==> src/rtl/sfifo_pkg.sv <==
package sfifo_pkg;

  typedef struct packed {
    logic [1:0] rx_trg;
    logic [1:0] tx_trg;
    logic       mdm_en;
    logic       tx_clr;
    logic       rx_clr;
    logic       loop_en;
  } sfifo_cfg_t;

  // receive level: flag once count reaches this
  function automatic int unsigned rx_level(input logic [1:0] code);
    case (code)
      2'd0:    return 1;
      2'd1:    return 4;
      2'd2:    return 8;
      default: return 14;
    endcase
  endfunction

  // transmit level: flag once count drains to this
  function automatic int unsigned tx_level(input logic [1:0] code);
    case (code)
      2'd0:    return 8;
      2'd1:    return 4;
      2'd2:    return 2;
      default: return 1;
    endcase
  endfunction

endpackage

==> src/rtl/sfifo_cfg_reg.sv <==
module sfifo_cfg_reg
  import sfifo_pkg::*;
(
  input  logic       clk,
  input  logic       rst,
  input  logic       standby,
  input  logic       we,
  input  logic [7:0] wdata,
  output sfifo_cfg_t cfg
);

  always_ff @(posedge clk) begin
    if (rst || standby) cfg <= '0;
    else if (we)        cfg <= sfifo_cfg_t'(wdata);
  end

endmodule

==> src/rtl/sfifo_buf.sv <==
module sfifo_buf #(
  parameter  int DEPTH = 16,
  parameter  int WIDTH = 8,
  localparam int AW    = $clog2(DEPTH),
  localparam int CW    = $clog2(DEPTH + 1)
) (
  input  logic             clk,
  input  logic             rst,
  input  logic             clr,
  input  logic             push,
  input  logic [WIDTH-1:0] push_data,
  input  logic             pop,
  output logic [WIDTH-1:0] rd_data,
  output logic [CW-1:0]    count,
  output logic             pop_ok,
  output logic             overrun
);

  logic [WIDTH-1:0] mem [DEPTH];
  logic [AW-1:0]    wr_ptr, rd_ptr;
  logic             empty, full, push_ok;

  function automatic logic [AW-1:0] nxt(input logic [AW-1:0] p);
    return (p == AW'(DEPTH - 1)) ? '0 : p + 1'b1;
  endfunction

  assign empty   = (count == '0);
  assign full    = (count == CW'(DEPTH));
  assign pop_ok  = pop  & ~empty & ~clr;
  assign push_ok = push & ~clr & (~full | pop_ok);

  // storage without reset so it maps onto block RAM
  always_ff @(posedge clk) begin
    if (push_ok) mem[wr_ptr] <= push_data;
  end

  always_ff @(posedge clk) begin
    if (rst)         rd_data <= '0;
    else if (pop_ok) rd_data <= mem[rd_ptr];
  end

  always_ff @(posedge clk) begin
    if (rst || clr) begin
      wr_ptr <= '0;
      rd_ptr <= '0;
      count  <= '0;
    end else begin
      if (push_ok) wr_ptr <= nxt(wr_ptr);
      if (pop_ok)  rd_ptr <= nxt(rd_ptr);
      case ({push_ok, pop_ok})
        2'b10:   count <= count + 1'b1;
        2'b01:   count <= count - 1'b1;
        default: count <= count;
      endcase
    end
  end

  always_ff @(posedge clk) begin
    if (rst) overrun <= 1'b0;
    else     overrun <= push & ~clr & ~push_ok;
  end

endmodule

==> src/rtl/sfifo_level_cmp.sv <==
module sfifo_level_cmp
  import sfifo_pkg::*;
#(
  parameter int CW    = 5,
  parameter bit IS_RX = 1'b1
) (
  input  logic [1:0]    code,
  input  logic [CW-1:0] count,
  output logic          flag
);

  logic [31:0] cnt32;
  assign cnt32 = {{(32 - CW){1'b0}}, count};

  generate
    if (IS_RX) begin : g_rx
      assign flag = (cnt32 >= rx_level(code));
    end else begin : g_tx
      assign flag = (cnt32 <= tx_level(code));
    end
  endgenerate

endmodule

==> src/rtl/serial_fifo_pair.sv <==
module serial_fifo_pair
  import sfifo_pkg::*;
#(
  parameter  int DEPTH = 16,
  parameter  int WIDTH = 8,
  localparam int CW    = $clog2(DEPTH + 1)
) (
  input  logic             clk,
  input  logic             rst,
  input  logic             standby,
  input  logic             cfg_we,
  input  logic [7:0]       cfg_wdata,
  output logic [7:0]       cfg_rdata,
  output logic             mdm_en,
  input  logic             tx_wr_en,
  input  logic [WIDTH-1:0] tx_wr_data,
  input  logic             tx_rd_en,
  output logic [WIDTH-1:0] tx_rd_data,
  output logic [CW-1:0]    tx_count,
  output logic             tx_low,
  output logic             tx_overrun,
  input  logic             rx_in_valid,
  input  logic [WIDTH-1:0] rx_in_data,
  input  logic             rx_rd_en,
  output logic [WIDTH-1:0] rx_rd_data,
  output logic [CW-1:0]    rx_count,
  output logic             rx_ready,
  output logic             rx_overrun
);

  sfifo_cfg_t       cfg;
  logic             tx_pop_ok, rx_pop_ok;
  logic             lb_q;
  logic             rx_push;
  logic [WIDTH-1:0] rx_push_data;

  sfifo_cfg_reg u_cfg (
    .clk     (clk),
    .rst     (rst),
    .standby (standby),
    .we      (cfg_we),
    .wdata   (cfg_wdata),
    .cfg     (cfg)
  );

  assign cfg_rdata = cfg;
  assign mdm_en    = cfg.mdm_en;

  sfifo_buf #(.DEPTH(DEPTH), .WIDTH(WIDTH)) u_txq (
    .clk       (clk),
    .rst       (rst),
    .clr       (cfg.tx_clr),
    .push      (tx_wr_en),
    .push_data (tx_wr_data),
    .pop       (tx_rd_en),
    .rd_data   (tx_rd_data),
    .count     (tx_count),
    .pop_ok    (tx_pop_ok),
    .overrun   (tx_overrun)
  );

  // loop-back: the popped byte sits in tx_rd_data for one cycle
  always_ff @(posedge clk) begin
    if (rst) lb_q <= 1'b0;
    else     lb_q <= tx_pop_ok & cfg.loop_en;
  end

  assign rx_push      = cfg.loop_en ? lb_q       : rx_in_valid;
  assign rx_push_data = cfg.loop_en ? tx_rd_data : rx_in_data;

  sfifo_buf #(.DEPTH(DEPTH), .WIDTH(WIDTH)) u_rxq (
    .clk       (clk),
    .rst       (rst),
    .clr       (cfg.rx_clr),
    .push      (rx_push),
    .push_data (rx_push_data),
    .pop       (rx_rd_en),
    .rd_data   (rx_rd_data),
    .count     (rx_count),
    .pop_ok    (rx_pop_ok),
    .overrun   (rx_overrun)
  );

  sfifo_level_cmp #(.CW(CW), .IS_RX(1'b1)) u_rx_lvl (
    .code  (cfg.rx_trg),
    .count (rx_count),
    .flag  (rx_ready)
  );

  sfifo_level_cmp #(.CW(CW), .IS_RX(1'b0)) u_tx_lvl (
    .code  (cfg.tx_trg),
    .count (tx_count),
    .flag  (tx_low)
  );

  logic unused_ok;
  assign unused_ok = rx_pop_ok;

endmodule

==> config.mk <==
export PLATFORM = sky130hd
export DESIGN_NAME = serial_fifo_pair
export DESIGN_NICKNAME = d
export VERILOG_FILES = /design/src/rtl/sfifo_pkg.sv /design/src/rtl/sfifo_cfg_reg.sv /design/src/rtl/sfifo_buf.sv /design/src/rtl/sfifo_level_cmp.sv /design/src/rtl/serial_fifo_pair.sv
export SDC_FILE = /design/constraint.sdc
export NUM_CORES = 1
export LEC_CHECK = 0
export BUFFER_PORTS_ARGS = -buffer_cell sky130_fd_sc_hd__buf_2
export CORE_ASPECT_RATIO = 1.1
export CORE_MARGIN = 2
export CORE_UTILIZATION = 38
export CTS_CLUSTER_SIZE = 16
export DETAILED_ROUTE_END_ITERATION = 7
export HOLD_SLACK_MARGIN = 0.1
export SKIP_LAST_GASP = 1
export SLEW_MARGIN = 20
export SYNTH_ARGS = -nofsm -noshare
export SYNTH_HDL_FRONTEND = slang
export SYNTH_SLANG_ARGS = --single-unit
==> constraint.sdc <==
create_clock -name clk -period 3.7 [get_ports clk]
set_clock_uncertainty 0.1 [all_clocks]
set_input_delay 0.185 -clock clk [delete_from_list [all_inputs] [get_ports clk]]
set_output_delay 0.185 -clock clk [all_outputs]
set_load 0.05 [all_outputs]
# Word-level counts from Yosys, hierarchy flattened
# Memories as Yosys holds them, arrays and structs flattened. A register that Yosys moved wholly into a read port is not among the register bits.
# Cells that the tools add are included.
[word_totals]
regBits = 37
mem_bits_rw = 256
inputBits = 32
out_inout_bits = 39
word_cells = 85
mem_count = 2
[op_classes]
addsub = 8
n_lt_le_gt_ge = 2
n_eq_ne = 14
n_mux = 14
bitwise = 21
reduce_logical = 9
[mem_list]
columns = ["memory", "words", "width", "rd", "rd_ports_with_merged_regs", "wr", "line", "text"]
rows = [
  ["u_rxq.mem", 16, 8, 1, 1, 1, "sfifo_buf.sv:19", "logic [WIDTH-1:0] mem [DEPTH];"],
  ["u_txq.mem", 16, 8, 1, 1, 1, "sfifo_buf.sv:19", ""],
]
[op_table]
columns = ["cell", "count"]
rows = [
  ["$pmux 4 s3", 2],
  ["$pmux 5 s2", 2],
  ["$add 4x1->4 const B", 4],
  ["$eq 4x4->1 const B", 4],
  ["$mux 4", 4],
  ["$and 1x1->1", 11],
  ["$add 5x1->5 const B", 2],
  ["$eq 5x5->1 const B", 2],
  ["$logic_not 5->1", 2],
  ["$sub 5x1->5 const B", 2],
  ["$eq 2x1->1 const B", 4],
  ["$eq 2x2->1 const B", 4],
  ["$mux 8", 1],
  ["$not 1->1", 8],
  ["$ge 5x4->1", 1],
  ["$le 5x4->1", 1],
  ["$mux 1", 5],
  ["$logic_not 2->1", 2],
  ["$reduce_bool 2->1", 2],
  ["$logic_or 1x1->1", 3],
  ["$or 1x1->1", 2],
]

# Longest topological paths before layout
[logic_depth]
ltp_word = 8
depth_mapped = 11
mapped_depth_nobuf = 10

# Hierarchy
# A second synthesis with hierarchy kept.
[unflattened]
hier_cells = 797
hier_area_um2 = 13022.5
[modules_own_cells]
columns = ["module", "n_inst", "cells_per_inst", "area_each_um2", "seq_area_each_um2"]
rows = [
  ["sfifo_buf (u_txq)", 1, 369, 6198.4, 4284.1],
  ["sfifo_buf (u_rxq)", 1, 358, 6118.4, 4284.1],
  ["sfifo_cfg_reg", 1, 27, 295.3, 160.2],
  ["serial_fifo_pair", 1, 13, 183.9, 20.0],
  ["sfifo_level_cmp (u_tx_lvl)", 1, 15, 123.9, 0.0],
  ["sfifo_level_cmp (u_rx_lvl)", 1, 15, 102.6, 0.0],
]

# Worst setup path after synthesis
# No wires, ideal clock.
[synth_path]
path_kind = "register to register"
start = "reg u_txq.count[1]"
end = "reg u_txq.count[4]"
arrival_time_ns = 2.886
t_required_ns = 3.485
path_slack_ns = 0.598
stages_incl_launch_ff = 12
period_less_slack_ns = 3.102
cell_sequence = "dfxtp_1 or4_1 o21a_1 clkbuf_1 nand2_1 inv_1 ha_1 nor2b_1 o31ai_1 mux2i_1 o31ai_1 o21ba_2"
[synth_between]
elab_chain_len = 8
[synth_rtl]
columns = ["element", "line", "text"]
rows = [
  ["start, declared", "sfifo_buf.sv:14", "output logic [CW-1:0] count,"],
  ["start signal, assigned", "sfifo_buf.sv:51", "2'b10: count <= count + 1'b1;"],
  ["start signal, assigned", "sfifo_buf.sv:52", "2'b01: count <= count - 1'b1;"],
  ["start signal, assigned", "sfifo_buf.sv:53", "default: count <= count;"],
  ["$logic_not 5->1", "sfifo_buf.sv:27", "assign empty = (count == '0);"],
  ["$not 1->1", "sfifo_buf.sv:29", "assign pop_ok = pop & ~empty & ~clr;"],
  ["$and 1x1->1 (2 in a row)", "sfifo_buf.sv:29", ""],
  ["$or 1x1->1", "sfifo_buf.sv:30", "assign push_ok = push & ~clr & (~full | pop_ok);"],
  ["$and 1x1->1", "sfifo_buf.sv:30", ""],
  ["$eq 2x1->1 / $eq 2x2->1 (equally long branches)", "sfifo_buf.sv:50", "case ({push_ok, pop_ok})"],
  ["$pmux 5 s2 / $reduce_bool 2->1 (equally long branches)", "--", ""],
]
# Parallel ways exist; a longest one is shown, timed or not.
# A chain may end at the register's enable or synchronous reset.

# Worst setup path in the final report
# Same ends and word-level chain as after synthesis.

==> reports/metrics.cfg <==
[worst_hold_path]
hold_start = rx_in_data[7]
hp-class = primary input to flop
whs_endpoint = u_rxq.mem[7][7]$_DFFE_PP_
whs_path_depth = 2

[logic_synthesis]
yosysWarnings = 0
synth-seq-cells = 309
netlist_area_um2 = 12600
synthCells = 771
async_flop_share_pct = 0
synth-seq-area-share_pct = 69.4
synth_edf_count = 256
ys_types = 49
synth.avg_cell_area_um2 = 16.4
synth_fp_nets = 830
ys.flop_type = edfxtp_1

[worst_setup_path]
path_max_fanout = 20
criticalPathCategory = flop to flop
cp-end-kind = flop
rr_startpoint = u_txq.count[1]$_SDFFE_PP0P_
r2r-end = u_txq.count[4]$_SDFFE_PP0P_
cp-start-kind = flop
worst-r2r-cell-count = 11
ff2ff_setup_slack_ps = 600
critPathArrivalTime_ps = 3410
cp_data_required_time_ps = 4010

[route]
num_vias = 6907
final_antenna_net_count = 0
routed_wl_um = 25800
drt_iter0_markers = 400
firstDrtPassIters = 5
drc = 0
vias_per_cell = 5.16
wl_per_cell_um = 19.3

[cts]
clkSlewWorstSetupHoldPaths_ps = 60
cts_tree = yes
clock_latency_ps = 510
post_cts_buffers = 0
post_cts_resized = 0
clock-sinks = 309
cts_buffers = 34
cts.htree.levels = 2
root_buffer = clkbuf_16
cts_hold_buf = 37
cts.path.max_buffers = 3

[timing]
tightest_slew_ps = 1040
fin_crit_sh_pct = 83.9
drv_slew = 0
relSlewSlack_pct = 30.4
finalSetupViolCount = 0
hold_viol_final = 0
rsz0062_at_grt = false
fmax_ghz = 0.322
finalSetupTns_ps = 0
period_needed_ps = 3100

[outcome]
status = complete, no violations

[grt]
grt_start_max_net_pins = 32
grt_pass1_wl_um = 40900
overflow = 0
antenna_found_initial = 2
track_usage_pct = 15.3
grt_pass1_vias = 7134

[placed_design]
dp.cells = 1241
gp_congestion = 0.775
dp_hpwl_um = 17400
io_buffers = 70

[floorplanning]
core_area_um2 = 32500
fp.dieW_um = 178
die-area_um2 = 34700
io_pins = 71
die-height_um = 195
rows = 69
initial_core_util_pct = 38.8

[cells_and_area]
layout_commonest_cell = edfxtp_1
drive_gt1_share_pct = 22.7
nets = 947
fin_cells = 1338
syn2layout_area_growth_pct = 18.3
most-common-layout-cells = edfxtp_1 (256), nor2_1 (74), buf_2 (70), dfxtp_1 (51), mux4_2 (49)

[power_and_ir_drop]
p_leak_uw = 0.00503
power_density_nw_per_um2 = 643
ir_worst_vdd_v = 0.000401

[job]
cap_violations = 0

==> synthesized netlist by cell type, drive strengths merged (3+ instances only) <==
master	count	share of area (%)
mux2i	45	3.6
edfxtp	256	61
nand2b	9	0.51
a41oi	3	0.21
o22ai	15	0.74
buf	23	0.95
o21a	4	0.24
nand3b	3	0.18
ha	25	2.5
inv	14	0.42
nand2	25	0.74
mux2	8	0.71
xor2	7	0.49
nor3	10	0.40
xnor2	5	0.35
o31ai	3	0.18
a22oi	16	0.95
mux4	49	8.8
nor4	4	0.37
o21ai	7	0.28
a21o	4	0.24
a21oi	26	1.0
nor2	74	2.2
or2	5	0.25
dfxtp	53	8.4
nor2b	8	0.40
a311oi	20	1.6
clkbuf	21	0.63
a31oi	10	0.50
==> worst max path at each step <==
stage | from | to | slack (ps) | depth (start not counted)
after floorplan | u_txq.count[1]$_SDFFE_PP0P_ | u_txq.count[4]$_SDFFE_PP0P_ | 600 | 11
after global placement | u_txq.count[1]$_SDFFE_PP0P_ | u_txq.count[4]$_SDFFE_PP0P_ | 690 | 11
after detailed placement | u_txq.count[1]$_SDFFE_PP0P_ | u_txq.count[4]$_SDFFE_PP0P_ | 640 | 11
after CTS | u_txq.count[1]$_SDFFE_PP0P_ | u_txq.count[4]$_SDFFE_PP0P_ | 610 | 11
after global routing | u_txq.count[1]$_SDFFE_PP0P_ | u_txq.count[4]$_SDFFE_PP0P_ | 380 | 11
final | u_txq.count[1]$_SDFFE_PP0P_ | u_txq.count[4]$_SDFFE_PP0P_ | 600 | 11
==> critical path: stages, from the launching register on <==
cell and delay (ps):
dfxtp_1 390, or4_1 550, o21a_1 190, buf_4 200
nand2_1 120, inv_1 90, ha_1 320, nor2b_1 180
o31ai_1 340, mux2i_1 230, o31ai_1 80, o21ba_2 200
==> where the power goes <==
| part | switching [uW] | internal [uW] | leakage (uW) |
|---|---|---|---|
| clock network | 1310 | 2020 | 0.000536 |
| logic | 1210 | 790 | 0.00174 |
| registers | 298 | 3960 | 0.00275 |
==> stage by stage <==
step | area [um^2] | total power, uW | util [%] | hold WS, ps | worst slack, ps
after global routing | 14900 | 10100 | 45.9 | 189 | 381
final | 14900 | 9590 | 45.9 | 157 | 597
after CTS | 14900 | 9730 | 45.9 | 141 | 609
after global placement | 13400 | 6320 | 41.4 | 322 | 690
after floorplan | 12600 | 5820 | - | 184 | 598
after detailed placement | 13400 | 6340 | 41.4 | 327 | 637
==> registers in the layout, indices dropped and copies added (netlist names) <==
signal and flops:
u_txq.wr_ptr 4, u_rxq.rd_ptr 4, u_cfg.cfg 8, lb_q 1
u_txq.mem 128, u_rxq.mem 128, u_rxq.wr_ptr 4, u_txq.rd_ptr 4
u_txq.overrun 1, u_rxq.count 5, u_txq.count 5, u_rxq.overrun 1
u_rxq.rd_data 8, u_txq.rd_data 8
==> cells by family after synthesis <==
group	after synthesis	synth area share, %
AOI/OAI and AO/OA	112	6.23
and+or+nand+nor	151	5.73
DFF	309	69.4
xor gates and xnor gates	12	0.833
muxes	102	13.0
buffers and inverters	58	1.99
adders and majority gates	27	2.80
==> final cells by class <==
| cell class | count | area (um^2) |
|---|---|---|
| Multi-Input combinational cell | 404 | 3610 |
| Inverter | 14 | 52.6 |
| Clock inverter | 9 | 145 |
| Fill cell | 2828 | 17500 |
| Antenna cell | 2 | 5.00 |
| Sequential cell | 309 | 8750 |
| Clock buffer | 49 | 958 |
| Timing Repair Buffer | 125 | 856 |
| Tap cell | 426 | 533 |
==> per-layer routing <==
| metal | track usage, % | vias up | wire length, um |
|---|---|---|---|
| met4 | 4.68 | 0 | 553 |
| met1 | 19.3 | 3468 | 10800 |
| met2 | 26.8 | 137 | 13300 |
| li1 | - | 3262 | - |
| met3 | 2.63 | 40 | 1140 |
| met5 | 0 | - | 0 |
(Power assumes the default switching activity.)
